==> src/rtl/tmr16_pkg.sv <==
package tmr16_pkg;
  typedef enum logic [2:0] {
    A_CNT_LO = 3'd0,
    A_CNT_HI = 3'd1,
    A_CMP_LO = 3'd2,
    A_CMP_HI = 3'd3,
    A_CAP_LO = 3'd4,
    A_CAP_HI = 3'd5
  } reg_addr_e;
endpackage

==> src/rtl/tmr16_bus_bridge.sv <==
module tmr16_bus_bridge
  import tmr16_pkg::*;
#(
  parameter int BW = 8,
  localparam int WW = 2 * BW
) (
  input  logic          clk,
  input  logic          rst_n,
  input  logic          rd_en,
  input  logic          wr_en,
  input  logic [2:0]    addr,
  input  logic [BW-1:0] wdata,
  output logic [BW-1:0] rdata,
  input  logic [WW-1:0] cnt,
  input  logic [WW-1:0] cmp,
  input  logic [WW-1:0] cap,
  output logic [BW-1:0] temp_o,
  output logic          cnt_load,
  output logic          cmp_load,
  output logic [WW-1:0] load_val,
  output logic          cap_rd
);
  logic [BW-1:0] temp_q;
  logic          park_hi;
  logic          snap_cnt;

  always_comb begin
    park_hi  = wr_en && (addr == A_CNT_HI || addr == A_CMP_HI);
    cnt_load = wr_en && (addr == A_CNT_LO);
    cmp_load = wr_en && (addr == A_CMP_LO);
    snap_cnt = rd_en && (addr == A_CNT_LO);
    cap_rd   = rd_en && (addr == A_CAP_LO);
    load_val = {temp_q, wdata};
  end

  always_ff @(posedge clk) begin
    if (!rst_n)        temp_q <= '0;
    else if (park_hi)  temp_q <= wdata;
    else if (snap_cnt) temp_q <= cnt[WW-1:BW];
    else if (cap_rd)   temp_q <= cap[WW-1:BW];
  end

  always_comb begin
    case (addr)
      A_CNT_LO: rdata = cnt[BW-1:0];
      A_CNT_HI: rdata = temp_q;
      A_CMP_LO: rdata = cmp[BW-1:0];
      A_CMP_HI: rdata = cmp[WW-1:BW];
      A_CAP_LO: rdata = cap[BW-1:0];
      A_CAP_HI: rdata = temp_q;
      default:  rdata = '0;
    endcase
  end

  assign temp_o = temp_q;
endmodule

==> src/rtl/tmr16_core.sv <==
module tmr16_core #(
  parameter int WW = 16
) (
  input  logic          clk,
  input  logic          rst_n,
  input  logic          tick_en,
  input  logic          cnt_load,
  input  logic          cmp_load,
  input  logic [WW-1:0] load_val,
  input  logic          cap_strobe,
  input  logic          cap_clr,
  output logic [WW-1:0] cnt,
  output logic [WW-1:0] cmp,
  output logic [WW-1:0] cap,
  output logic          cmp_match,
  output logic          cap_flag
);
  logic [WW-1:0] cnt_q, cmp_q, cap_q, cnt_inc;
  logic          match_q, flag_q, step;

  assign cnt_inc = cnt_q + 1'b1;
  assign step    = tick_en && !cnt_load;

  always_ff @(posedge clk) begin
    if (!rst_n) begin
      cnt_q   <= '0;
      cmp_q   <= '0;
      cap_q   <= '0;
      match_q <= 1'b0;
      flag_q  <= 1'b0;
    end else begin
      if (cnt_load)  cnt_q <= load_val;
      else if (step) cnt_q <= cnt_inc;
      if (cmp_load)  cmp_q <= load_val;
      if (cap_strobe) cap_q <= cnt_q;
      match_q <= step && (cnt_inc == cmp_q);
      if (cap_strobe)   flag_q <= 1'b1;
      else if (cap_clr) flag_q <= 1'b0;
    end
  end

  assign cnt       = cnt_q;
  assign cmp       = cmp_q;
  assign cap       = cap_q;
  assign cmp_match = match_q;
  assign cap_flag  = flag_q;
endmodule

==> src/rtl/tmr16_regs.sv <==
module tmr16_regs #(
  parameter int BW = 8,
  localparam int WW = 2 * BW
) (
  input  logic          clk,
  input  logic          rst_n,
  input  logic          rd_en,
  input  logic          wr_en,
  input  logic [2:0]    addr,
  input  logic [BW-1:0] wdata,
  output logic [BW-1:0] rdata,
  input  logic          tick_en,
  input  logic          cap_strobe,
  output logic          cmp_match,
  output logic          cap_flag
);
  logic [WW-1:0] cnt_w, cmp_w, cap_w, load_w;
  logic [BW-1:0] temp_w;
  logic          cnt_load_w, cmp_load_w, cap_rd_w;

  tmr16_bus_bridge #(.BW(BW)) u_bridge (
    .clk(clk), .rst_n(rst_n), .rd_en(rd_en), .wr_en(wr_en), .addr(addr),
    .wdata(wdata), .rdata(rdata), .cnt(cnt_w), .cmp(cmp_w), .cap(cap_w),
    .temp_o(temp_w), .cnt_load(cnt_load_w), .cmp_load(cmp_load_w),
    .load_val(load_w), .cap_rd(cap_rd_w)
  );

  tmr16_core #(.WW(WW)) u_core (
    .clk(clk), .rst_n(rst_n), .tick_en(tick_en), .cnt_load(cnt_load_w),
    .cmp_load(cmp_load_w), .load_val(load_w), .cap_strobe(cap_strobe),
    .cap_clr(cap_rd_w), .cnt(cnt_w), .cmp(cmp_w), .cap(cap_w),
    .cmp_match(cmp_match), .cap_flag(cap_flag)
  );
endmodule

==> config.mk <==
export PLATFORM = sky130hd
export DESIGN_NAME = tmr16_regs
export DESIGN_NICKNAME = d
export VERILOG_FILES = /design/src/rtl/tmr16_pkg.sv /design/src/rtl/tmr16_bus_bridge.sv /design/src/rtl/tmr16_core.sv /design/src/rtl/tmr16_regs.sv
export SDC_FILE = /design/constraint.sdc
export NUM_CORES = 1
export LEC_CHECK = 0
export BUFFER_PORTS_ARGS = -buffer_cell sky130_fd_sc_hd__buf_2
export CAP_MARGIN = 15
export CORE_MARGIN = 5
export CORE_UTILIZATION = 45
export DETAILED_ROUTE_END_ITERATION = 10
export GPL_TIMING_DRIVEN = 0
export PLACE_DENSITY = 0.64
export SYNTH_ARGS = -nofsm -noshare
export SYNTH_HDL_FRONTEND = slang
export SYNTH_SLANG_ARGS = --single-unit
==> constraint.sdc <==
create_clock -name clk -period 2 [get_ports clk]
set_input_delay 0.3 -clock clk [delete_from_list [all_inputs] [get_ports clk]]
set_output_delay 0.3 -clock clk [all_outputs]
set_load 0.03 [all_outputs]
==> flow_metrics.tcl <==
set metrics [dict create \
    maxSlewHeadroom_pct 58.9 \
    r2r-start "u_core.cnt[0]$_SDFFE_PN0P_" \
    rrSetupSlack_ns 0.07 \
    track_usage_pct 22.1 \
    async_flop_share_pct 0 \
    fmax_mhz 514 \
    p_leak_nw 1.48 \
    overflow 0 \
    initial_utilization_pct 46.7 \
    crit_cells 6 \
    hold_slack_ns 0.251 \
    yosysTopAreaCellShare_pct 36.2 \
    synth_top_family_by_area "simple AND/OR/NAND/NOR gates" \
    path_clk_slew_ns 0.07 \
    dp_cells 505 \
    skew_ns 0.00869 \
    synth_warnings 0 \
    multi_input_area_sq_um 1910 \
    synth_compound_area_share_pct 17.1 \
    stdcell_count 526 \
    yosys.area_share.adder_pct 0.390 \
    postCtsHoldBufs 0 \
    synth.top_cells.by_count "dfxtp_1, nand2_1, nor2_1, mux2i_1, a21oi_1" \
    place_hpwl_um 6920 \
    cts.path.max_buffers 2 \
    antenna_cells 0 \
    irDropWorstVdd_mv 0.430 \
    vias_per_cell 5.68 \
    yosys-top-cells-area "dfxtp_1, mux2i_1, xnor2_1" \
    outcome "finished, final reports clean" \
    area_growth_pct 16.9 \
    syn_area_sq_um 3210 \
    min_period_ns 1.94 \
    routed_wirelength_um 9490 \
    critPathTopFamily "buffers and inverters" \
    reg2regPathDepth 6 \
    tightest_slew_ns 0.617 \
    place.gp.congestion 0.940 \
    syn_nets 404 \
    yosysMostFrequentCell "dfxtp_1" \
    numCtsBuffers 9 \
    die_area_sq_um 8920 \
    yosys_most_used_dff "dfxtp_1" \
    tritoncts "yes" \
    synth_area_leader_cell "dfxtp_1" \
    drc 0 \
    crit_top_cell "buf_2" \
    final_antenna_net_count 0 \
    startpoint_type "input pin" \
    crit_path_max_incr_delay_ns 0.38 \
    cp_data_required_time_ns 1.70 \
    critPathKind "in2out" \
    worst-path-buf-inv 3 \
    crit_path_end "rdata[7]" \
    drv_slew 0 \
    worst-path-max-fanout 10 \
    wl_met3_um 523 \
    crit_arrival_ns 1.64 \
    clock-root-buffer "clkbuf_8" \
    dr_wl_met2_um 4320 \
    die_x_um 94.5 \
    wire_per_inst_um 18.0 \
    synth-edff-count 0 \
    top_layer_used "met4" \
    crit_start "addr[2]" \
    setup_viol 0 \
    synth-simple-area-share_pct 21.3 \
    seqCellArea_sq_um 1160 \
    first_global_vias 2751 \
    antenna_found_initial 0 \
    power.density_nw_per_um2 792 \
    first_pass_iters 5 \
    layout-drive-gt1-share_pct 18.6 \
    fillCellCount 684 \
    ctsHtreeMaxLevel 3 \
    crit_slowest_cell "nor2b_1" \
    avgSynthCellArea_sq_um 8.32 \
    synth_xor_area_share_pct 10.1 \
    io_buffer_count 23 \
    rows 30 \
    ys_ff_latch 58 \
    vias 2989 \
    drt-met1-wl_um 4480 \
    hold_class "in2reg" \
    rr_endpoint "u_core.cmp_match$_SDFF_PN0_" \
    drv_cap 0 \
    synth_cell_type_count 45 \
    fin_crit_sh_pct 97.2 \
    end_kind "primary output" \
    io_pins 27 \
    grt_pass1_wl_um 15000 \
    core_region_area_sq_um 6870 \
    seq_area_frac_synth_pct 36.2 \
    chipHeight_um 94.5 \
    hold_viol_final 0 \
    grt_start_max_net_pins 11 \
    cts.sinks 58 \
    syn-instance-count 386 \
    worstSkewPairLatency_ns 0.34 \
    drt_iter0_markers 239 \
    muxShareOfSynthArea_pct 10.3 \
    finalNetCount 443 \
    path_cells "buf_2, buf_2, nor2b_1, a22oi_1, o22ai_1, buf_2" \
]
## how the worst min path moves through the flow
stage                     depth (start not counted)  slack (ns)                         start                      endpoint
final                                             3        0.25                      wdata[1]    u_core.cmp[1]$_SDFFE_PN0P_
after global routing                              3        0.25                      wdata[6]    u_core.cmp[6]$_SDFFE_PN0P_
after CTS                                         3        0.24                      wdata[0]    u_core.cmp[0]$_SDFFE_PN0P_
after detailed placement                          2        0.48  u_core.cap_flag$_SDFFE_PN0P_  u_core.cap_flag$_SDFFE_PN0P_
after global placement                            2        0.47   u_core.cmp[15]$_SDFFE_PN0P_   u_core.cmp[15]$_SDFFE_PN0P_
after floorplan                                   2        0.44                      wdata[0]    u_core.cmp[0]$_SDFFE_PN0P_
## per-layer routing
| layer | vias to the layer above | track usage, % |
|---|---|---|
| li1 | 1436 | - |
| met5 | - | 0 |
| met3 | 14 | 3.35 |
| met1 | 1432 | 30.7 |
| met2 | 107 | 34.5 |
| met4 | 0 | 8.65 |
## tightest hold or removal path, delay by kind of cell
kind | cells | cell delay, ns
buf+inv | 1 | 0.14
compound gates | 1 | 0.05
simple gates | 1 | 0.06
## area by class of cell
type                            instances  share of cell area [%]
Buffer                                 32                    3.80
Clock buffer                           11                    4.03
Clock inverter                          5                    2.67
Inverter                                2                   0.200
Multi-Input combinational cell        294                    51.0
Sequential cell                        58                    31.0
Tap cell                               96                    3.20
Timing Repair Buffer                   28                    4.07
## layout by cell type (no fill, tap or decap), types with 11 or more instances in the layout
| cell | n |
|---|---|
| a211oi_1 | 13 |
| a21oi_1 | 32 |
| buf_2 | 37 |
| clkbuf_1 | 13 |
| clkbuf_8 | 11 |
| dfxtp_1 | 57 |
| mux2i_1 | 33 |
| nand2_1 | 54 |
| nor2_1 | 42 |
| xnor2_1 | 24 |
| xor2_1 | 13 |
## stage by stage
stage	power [mW]	instance area (sq um)	setup slack (ns)	setup TNS, ns	utilization, %
after floorplan	1.49	3210	0.256	0	-
after global placement	1.60	3450	-0.0561	-0.0940	50.2
after detailed placement	1.60	3450	-0.0325	-0.0366	50.2
after CTS	2.98	3700	0.00569	0	53.8
after global routing	3.07	3750	-0.0341	-0.0341	54.6
final	2.97	3750	0.0552	0	54.6
## what timing repair did
action                     in CTS  in global routing
resized for setup               1                  8
cloned                          0                  0
pin swaps                       0                  3
setup endpoints to repair       2                 10
setup buffers                   0                  5
## sequential cells by signal, indices dropped and copies added, names as in the netlist
| register | flops |
|---|---|
| u_core.cnt | 16 |
| u_core.cmp_match | 1 |
| u_core.cap_flag | 1 |
| u_bridge.temp_o | 8 |
| u_core.cmp | 16 |
| u_core.cap | 16 |
## kinds of logic after synthesis
group / Yosys count
buffers and inverters: 34
AND/OR/NAND/NOR: 141
multiplexers: 33
adder cells (fa/ha/maj): 1
AO/OA/AOI/OAI: 82
flip-flops: 58
XOR/XNOR: 37
## where the power goes
| group | internal (mW) | switching, mW | total [mW] |
|---|---|---|---|
| Combinational | 0.130 | 0.212 | 0.342 |
| Clock | 0.892 | 0.498 | 1.39 |
| Sequential | 1.20 | 0.0440 | 1.24 |
| Total | 2.22 | 0.754 | 2.97 |
Note: power is estimated with default switching activity, not from simulation.
